File: config.mk
export PLATFORM = sky130hd
export DESIGN_NAME = planar_read_unit
export DESIGN_NICKNAME = d
export VERILOG_FILES = /design/src/rtl/planar_rd_pkg.sv /design/src/rtl/planar_rd_ctrl.sv /design/src/rtl/planar_latch.sv /design/src/rtl/planar_plane_sel.sv /design/src/rtl/planar_color_cmp.sv /design/src/rtl/planar_read_unit.sv
export SDC_FILE = /design/constraint.sdc
export NUM_CORES = 1
export LEC_CHECK = 0
export CAP_MARGIN = 10
export CORE_ASPECT_RATIO = 1.5
export CORE_MARGIN = 2
export CORE_UTILIZATION = 40
export CTS_BUF_LIST = sky130_fd_sc_hd__clkbuf_16
export CTS_CLUSTER_SIZE = 25
export DETAILED_ROUTE_END_ITERATION = 7
export PLACE_DENSITY = 0.87
export SYNTH_ARGS = -nofsm -noshare
export SYNTH_HDL_FRONTEND = slang
export SYNTH_SLANG_ARGS = --single-unit
File: constraint.sdc
create_clock -name clk -period 2.95 [get_ports clk]
set_clock_uncertainty 0.15 [all_clocks]
set_input_delay 0.7375 -clock clk [delete_from_list [all_inputs] [get_ports clk]]
set_output_delay 0.7375 -clock clk [all_outputs]
set_load 0.01 [all_outputs]
File: src/rtl/planar_rd_pkg.sv
package planar_rd_pkg;
  typedef enum logic {
    RD_PLANE = 1'b0,
    RD_MATCH = 1'b1
  } rd_mode_e;
endpackage

File: src/rtl/planar_rd_ctrl.sv
module planar_rd_ctrl
  import planar_rd_pkg::*;
#(
  parameter int ADDR_W = 16,
  parameter int PLANES = 4,
  localparam int SEL_W = $clog2(PLANES)
) (
  input  logic              clk,
  input  logic              rst_n,
  input  logic              req_valid,
  output logic              req_ready,
  input  logic [ADDR_W-1:0] req_addr,
  input  logic              cfg_cmp_mode,
  input  logic [SEL_W-1:0]  cfg_plane_sel,
  input  logic [PLANES-1:0] cfg_color_ref,
  input  logic [PLANES-1:0] cfg_color_care,
  input  logic              rsp_ready,
  output logic              mem_rd_en,
  output logic [ADDR_W-1:0] mem_addr,
  output logic              rsp_valid,
  output logic              fresh,
  output rd_mode_e          mode_q,
  output logic [SEL_W-1:0]  sel_q,
  output logic [PLANES-1:0] ref_q,
  output logic [PLANES-1:0] care_q
);
  logic accept;

  assign req_ready = !rsp_valid || rsp_ready;
  assign accept    = req_valid && req_ready;
  assign mem_rd_en = accept;
  assign mem_addr  = req_addr;

  always_ff @(posedge clk) begin
    if (!rst_n) begin
      rsp_valid <= 1'b0;
      fresh     <= 1'b0;
      mode_q    <= RD_PLANE;
      sel_q     <= '0;
      ref_q     <= '0;
      care_q    <= '0;
    end else begin
      rsp_valid <= accept || (rsp_valid && !rsp_ready);
      fresh     <= accept;
      if (accept) begin
        mode_q <= rd_mode_e'(cfg_cmp_mode);
        sel_q  <= cfg_plane_sel;
        ref_q  <= cfg_color_ref;
        care_q <= cfg_color_care;
      end
    end
  end

  // response follows an accepted request
  p_rsp_after_accept_r3: assert property (@(posedge clk) disable iff (!rst_n)
    accept |=> (rsp_valid && fresh));

  // stalled response stays valid
  p_stall_keeps_valid_r9: assert property (@(posedge clk) disable iff (!rst_n)
    (rsp_valid && !rsp_ready) |=> rsp_valid);

  // no strobe while a response is stuck
  p_no_read_in_stall_r2: assert property (@(posedge clk) disable iff (!rst_n)
    (rsp_valid && !rsp_ready) |-> !mem_rd_en);

  // captured controls frozen while response waits
  p_cfg_frozen_r10: assert property (@(posedge clk) disable iff (!rst_n)
    (rsp_valid && !rsp_ready) |=> ($stable(mode_q) && $stable(sel_q) &&
                                    $stable(ref_q) && $stable(care_q)));
endmodule

File: src/rtl/planar_latch.sv
module planar_latch #(
  parameter int PIX_W  = 8,
  parameter int PLANES = 4,
  localparam int WORD_W = PIX_W * PLANES
) (
  input  logic              clk,
  input  logic              rst_n,
  input  logic              load,
  input  logic [WORD_W-1:0] d,
  output logic [WORD_W-1:0] q
);
  always_ff @(posedge clk) begin
    if (!rst_n)    q <= '0;
    else if (load) q <= d;
  end
endmodule

File: src/rtl/planar_plane_sel.sv
module planar_plane_sel #(
  parameter int PIX_W  = 8,
  parameter int PLANES = 4,
  localparam int SEL_W  = $clog2(PLANES),
  localparam int WORD_W = PIX_W * PLANES
) (
  input  logic [WORD_W-1:0] word,
  input  logic [SEL_W-1:0]  sel,
  output logic [PIX_W-1:0]  byte_out
);
  logic [PIX_W-1:0] lanes [PLANES];

  for (genvar p = 0; p < PLANES; p++) begin : g_lane
    assign lanes[p] = word[p*PIX_W +: PIX_W];
  end

  always_comb begin
    byte_out = '0;
    for (int p = 0; p < PLANES; p++) begin
      if (sel == SEL_W'(p)) byte_out = lanes[p];
    end
  end
endmodule

File: src/rtl/planar_color_cmp.sv
module planar_color_cmp #(
  parameter int PIX_W  = 8,
  parameter int PLANES = 4,
  localparam int WORD_W = PIX_W * PLANES
) (
  input  logic [WORD_W-1:0] word,
  input  logic [PLANES-1:0] ref_color,
  input  logic [PLANES-1:0] care,
  output logic [PIX_W-1:0]  match
);
  for (genvar i = 0; i < PIX_W; i++) begin : g_pix
    logic [PLANES-1:0] plane_ok;
    for (genvar p = 0; p < PLANES; p++) begin : g_pl
      assign plane_ok[p] = !care[p] || (word[p*PIX_W + i] == ref_color[p]);
    end
    assign match[i] = &plane_ok;
  end
endmodule

File: src/rtl/planar_read_unit.sv
module planar_read_unit
  import planar_rd_pkg::*;
#(
  parameter int ADDR_W = 16,
  parameter int PIX_W  = 8,
  parameter int PLANES = 4,
  localparam int SEL_W  = $clog2(PLANES),
  localparam int WORD_W = PIX_W * PLANES
) (
  input  logic              clk,
  input  logic              rst_n,
  input  logic              req_valid,
  output logic              req_ready,
  input  logic [ADDR_W-1:0] req_addr,
  input  logic              cfg_cmp_mode,
  input  logic [SEL_W-1:0]  cfg_plane_sel,
  input  logic [PLANES-1:0] cfg_color_ref,
  input  logic [PLANES-1:0] cfg_color_care,
  output logic              mem_rd_en,
  output logic [ADDR_W-1:0] mem_addr,
  input  logic [WORD_W-1:0] mem_rdata,
  output logic              rsp_valid,
  input  logic              rsp_ready,
  output logic [PIX_W-1:0]  rsp_data,
  output logic [WORD_W-1:0] latch_word
);
  logic              fresh;
  rd_mode_e          mode_q;
  logic [SEL_W-1:0]  sel_q;
  logic [PLANES-1:0] ref_q;
  logic [PLANES-1:0] care_q;
  logic [WORD_W-1:0] word_src;
  logic [PIX_W-1:0]  plane_byte;
  logic [PIX_W-1:0]  match_byte;

  planar_rd_ctrl #(.ADDR_W(ADDR_W), .PLANES(PLANES)) u_ctrl (
    .clk(clk), .rst_n(rst_n),
    .req_valid(req_valid), .req_ready(req_ready), .req_addr(req_addr),
    .cfg_cmp_mode(cfg_cmp_mode), .cfg_plane_sel(cfg_plane_sel),
    .cfg_color_ref(cfg_color_ref), .cfg_color_care(cfg_color_care),
    .rsp_ready(rsp_ready), .mem_rd_en(mem_rd_en), .mem_addr(mem_addr),
    .rsp_valid(rsp_valid), .fresh(fresh), .mode_q(mode_q),
    .sel_q(sel_q), .ref_q(ref_q), .care_q(care_q)
  );

  planar_latch #(.PIX_W(PIX_W), .PLANES(PLANES)) u_latch (
    .clk(clk), .rst_n(rst_n), .load(fresh), .d(mem_rdata), .q(latch_word)
  );

  // live memory word in the first response cycle, latched copy while stalled
  assign word_src = fresh ? mem_rdata : latch_word;

  planar_plane_sel #(.PIX_W(PIX_W), .PLANES(PLANES)) u_sel (
    .word(word_src), .sel(sel_q), .byte_out(plane_byte)
  );

  planar_color_cmp #(.PIX_W(PIX_W), .PLANES(PLANES)) u_cmp (
    .word(word_src), .ref_color(ref_q), .care(care_q), .match(match_byte)
  );

  assign rsp_data = (mode_q == RD_MATCH) ? match_byte : plane_byte;

  // stalled byte unchanged
  p_stall_data_stable_r9: assert property (@(posedge clk) disable iff (!rst_n)
    (rsp_valid && !rsp_ready) |=> $stable(rsp_data));

  // fetched word lands in the latch
  p_latch_loads_r7: assert property (@(posedge clk) disable iff (!rst_n)
    mem_rd_en |=> ##1 (latch_word == $past(mem_rdata)));

  // latch idle without a fetch
  p_latch_holds_r8: assert property (@(posedge clk) disable iff (!rst_n)
    !mem_rd_en |=> ##1 $stable(latch_word));

  // nothing compared gives all ones
  p_no_care_all_ones_r6: assert property (@(posedge clk) disable iff (!rst_n)
    (rsp_valid && mode_q == RD_MATCH && care_q == '0) |-> (rsp_data == '1));
endmodule

# After elaboration in Yosys (flattened, before gate mapping)
# Cells that the tools add are included.
[totals]
reg_bits = 45
output_inout_bits = 59
word_cells = 99
in_bits = 63
[classes]
n_reduce_logical = 51
n_eq_ne = 35
mux = 6
[ops]
columns = ["op", "count"]
rows = [
  ["$mux W8", 5],
  ["$logic_or A1 B1 Y1", 34],
  ["$eq A1 B1 Y1", 32],
  ["$mux W32", 1],
  ["$reduce_and A4 Y1", 8],
  ["$logic_not A1 Y1", 6],
  ["$eq A2 B2 Y1 const B", 2],
  ["$eq A2 B1 Y1 const B", 1],
  ["$logic_and A1 B1 Y1", 2],
  ["$logic_not A2 Y1", 1],
]

# Longest topological paths before layout
[depth]
word_depth = 6
ltp_mapped = 6
ltp_nobuf = 5

# Modules after synthesis
# A second synthesis with hierarchy kept.
[unflattened]
cells_unflattened = 285
area_unflattened_um2 = 3245.6
[by_module_without_submodules]
columns = ["module", "seq_area_each_um2", "cells_each", "area_each_um2", "instances"]
rows = [
  ["planar_latch", 640.6, 103, 1243.7, 1],
  ["planar_rd_ctrl", 260.2, 71, 651.9, 1],
  ["planar_read_unit", 0.0, 45, 639.4, 1],
  ["planar_color_cmp", 0.0, 56, 514.2, 1],
  ["planar_plane_sel", 0.0, 10, 196.4, 1],
]

# Worst setup path after synthesis
# OpenSTA, ideal clock, no wires.
[synth_timing]
kind = "input port to output port"
startpoint = "input port mem_rdata[24]"
endpoint = "output port rsp_data[0]"
slack_ps = 552
path_buffers = 0
required_ps = 2062
stages = 3
arrival_ps = 1511
cell_sequence = "mux2i_1 -> mux4_2 -> mux2i_1"
[synth_between]
elab_chain_len = 5
elab_cells_between_ends = 6
cone_classes = "eq/ne (1); mux (3); reduce/logical (2)"
[synth_rtl]
columns = ["element", "line", "source"]
rows = [
  ["from (decl)", "planar_read_unit.sv:21", "input logic [WORD_W-1:0] mem_rdata,"],
  ["$mux W32 *", "-", ""],
  ["$eq A1 B1 Y1", "planar_color_cmp.sv:14", "assign plane_ok[p] = !care[p] || (word[p*PIX_W + i] == ref_color[p]);"],
  ["$logic_or A1 B1 Y1", "planar_color_cmp.sv:14", ""],
  ["$reduce_and A4 Y1", "planar_color_cmp.sv:16", "assign match[i] = &plane_ok;"],
  ["$mux W8 *", "planar_read_unit.sv:61", "assign rsp_data = (mode_q == RD_MATCH) ? match_byte : plane_byte;"],
  ["to (decl)", "planar_read_unit.sv:24", "output logic [PIX_W-1:0] rsp_data,"],
]
# Every way passes the cells marked *; elsewhere a longest branch is shown, timed or not.

# Worst setup path in the final report
[layout_timing]
startpoint = "input port mem_rdata[20]"
endpoint = "output port rsp_data[4]"
# The elaborated chain is that of the path after synthesis.

==> flow_summary_export.csv <==
group,metric,value,unit
critical_path,critical_path_class,"in -> out",
clock_network,htree_levels,2,
clock_network,cts_root_buf,"clkbuf_16",
logic_synthesis,synth-seq-area-share,0.348,
die,initial_core_util,0.416,
clock_network,clockBufferDepth,2,
placement,placed_area,3410,sq um
logic_synthesis,synth_nets,312,
critical_path,worstPathArrival,2.11,ns
logic_synthesis,yosysWarnings,0,
layout,layout_commonest_cell,"clkdlybuf4s50_1",
drt,vias,2076,
layout,fillers,500,
placement,portBuffers,89,
drt,via_per_inst,5.22,
flow_run,max-cap-violations,0,
layout,fin_area,3910,sq um
die,design.die.area,7130,sq um
clock_network,path_clk_slew,0.06,ns
timing,min_period,3.00,ns
global_route,first_global_vias,2046,
logic_synthesis,ys.flop_type,"dfxtp_1",
clock_network,hold_buffers,0,
worst_hold_path,hp-class,"reg -> reg",
layout,mostFrequentLayoutCells,"49 x clkdlybuf4s50_1, 44 x dfxtp_1, 40 x mux2i_1",
timing,worst_slack,-0.0518,ns
critical_path,worstPathRequired,2.06,ns
timing,setup_viol,1,
clock_network,cts_sinks,45,
clock_network,cts_tree,"done",
timing,fmax,333,MHz
pwr,power_density,410,nW/um^2
timing,finalCritPeriodShare,1.02,
logic_synthesis,ys_types,19,
timing,slew_headroom,0.501,
global_route,antenna_found_initial,0,
die,row_count,35,
logic_synthesis,async_flop_share,0,
clock_network,worstSkewPairLatency,0.28,ns
global_route,grt_usage,0.188,
timing,slew_viol_final,0,
die,core-area,6220,sq um
layout,antenna_cells,0,
global_route,gr-total-overflow,0,
logic_synthesis,postSynthAreaPerCell,10.4,sq um
logic_synthesis,syn_area,2580,sq um
layout,drive_gt1_frac,0.241,
drt,routedWlPerCell,17.6,um
status,status,"finished, violations left",
critical_path,r2r_slack,1.35,ns
global_route,grt_pass1_wl,10.3,mm
placement,place_congestion,0.797,
critical_path,cp-end-kind,"output port",
layout,nets,386,
timing,worst_pin_slew,0.747,ns
drt,drc_errors,0,
status,violations,"setup timing",
die,io_pins,122,
layout,finish.utilization,0.628,
global_route,grt_max_degree,46,
critical_path,crit_fanout,3,
drt,firstDrtPassIters,4,
timing,rsz0062_at_grt,"yes",
logic_synthesis,netlist_instances,249,
drt,antenna_left,0,
drt,wirelength,7.02,mm
critical_path,critical_path.startpoint_type,"primary input",
drt,drt-initial-drc-count,62,
placement,hpwl,4.86,mm
clock_network,cts_buffers,5,
die,die_w,69.6,um
timing,hold_violations,0,
layout,syn2layout_area_growth,51.1,%
logic_synthesis,synth_edf_count,0,
die,fp.dieH,102,um
pwr,p_leak,1.80,nW
logic_synthesis,ys_ff_latch,45,
pwr,finalPower,1.60,mW
pwr,ir_worst_vdd,0.242,mV
power breakdown:
part,internal [mW],switching [mW],leakage (nW)
Combinational,0.240,0.168,1.37
Sequential,0.640,0.0319,0.369
Clock,0.306,0.216,0.0687
cell type report:
class	instances	area, sq um	share of cell area
repair buffers	104	1070	0.273
flip-flops and latches	45	902	0.231
clock inverters	3	12.5	0.00320
multi-input cells	165	1700	0.435
well taps	74	92.6	0.0237
clock buffers	5	125	0.0320
inverters	2	7.51	0.00192
worst max-delay path, stage by stage:
cell and delay, ns:
clkdlybuf4s50_1 0.47, mux2i_2 0.10, mux4_2 0.48, mux2i_1 0.17
buf_2 0.16
cells by family (layout without fill, tap and decap cells):
family                 after synthesis  in the layout  share of synthesized area
AOI/OAI and AO/OA                   12             12                     0.0349
muxes                               80             80                      0.348
DFF                                 45             45                      0.348
and+or+nand+nor                     73             73                      0.166
buffers and inverters               39            114                      0.102
per-layer routing:
metal  share of wire  global-route usage  vias up
li1                -                   -      993
met1            0.34               0.195     1001
met2            0.57               0.359       70
met3           0.064              0.0493       12
met4           0.025              0.0754        0
met5               0                   0        -
final timing paths:
path	from	endpoint	cells after the start
setup / recovery	mem_rdata[20]	rsp_data[4]	5
hold / removal	u_ctrl.care_q[3]$_SDFFE_PN0P_	u_ctrl.care_q[3]$_SDFFE_PN0P_	2
setup reg to reg	u_ctrl.fresh$_SDFF_PN0_	u_latch.q[31]$_SDFF_PN0_	4
hold reg to reg	u_ctrl.care_q[3]$_SDFFE_PN0P_	u_ctrl.care_q[3]$_SDFFE_PN0P_	2
cells in the mapped netlist, types with 5 or more instances:
master | instances | area share
and2b_1 | 8 | 0.023
mux4_2 | 8 | 0.070
nand4_1 | 8 | 0.019
buf_1 | 5 | 0.0073
nand2_1 | 23 | 0.033
a21boi_0 | 12 | 0.035
clkbuf_1 | 11 | 0.016
dfxtp_1 | 45 | 0.35
and2b_2 | 8 | 0.027
nor2b_1 | 20 | 0.048
mux2i_1 | 72 | 0.28
buf_4 | 16 | 0.046
what timing repair did:
| action | 4_1_cts | 5_1_grt |
|---|---|---|
| endpoints found under the setup margin | 9 | 8 |
| endpoints found under the hold margin | 0 | 0 |
| pin swaps | 0 | 4 |
| buffers inserted | 0 | 5 |
| cloned | 0 | 1 |
| gates resized for setup | 64 | 52 |
state kept, by name, summed over array words and instances (netlist names):
name	cells
u_ctrl.rsp_valid	1
u_ctrl.sel_q	2
u_ctrl.fresh	1
u_ctrl.ref_q	4
u_latch.q	32
u_ctrl.mode_q	1
u_ctrl.care_q	4
stage by stage:
step,setup slack [ns],TNS [ns],hold WS (ns),cells
after floorplan,0.552,0,0.297,249
after global placement,-0.534,-3.77,0.305,384
after detailed placement,-0.531,-3.88,0.316,384
after CTS,-0.0860,-0.226,0.324,392
after global routing,-0.0755,-0.0755,0.357,398
final,-0.0518,-0.0518,0.321,398
Note: power is estimated with default switching activity, not from simulation.
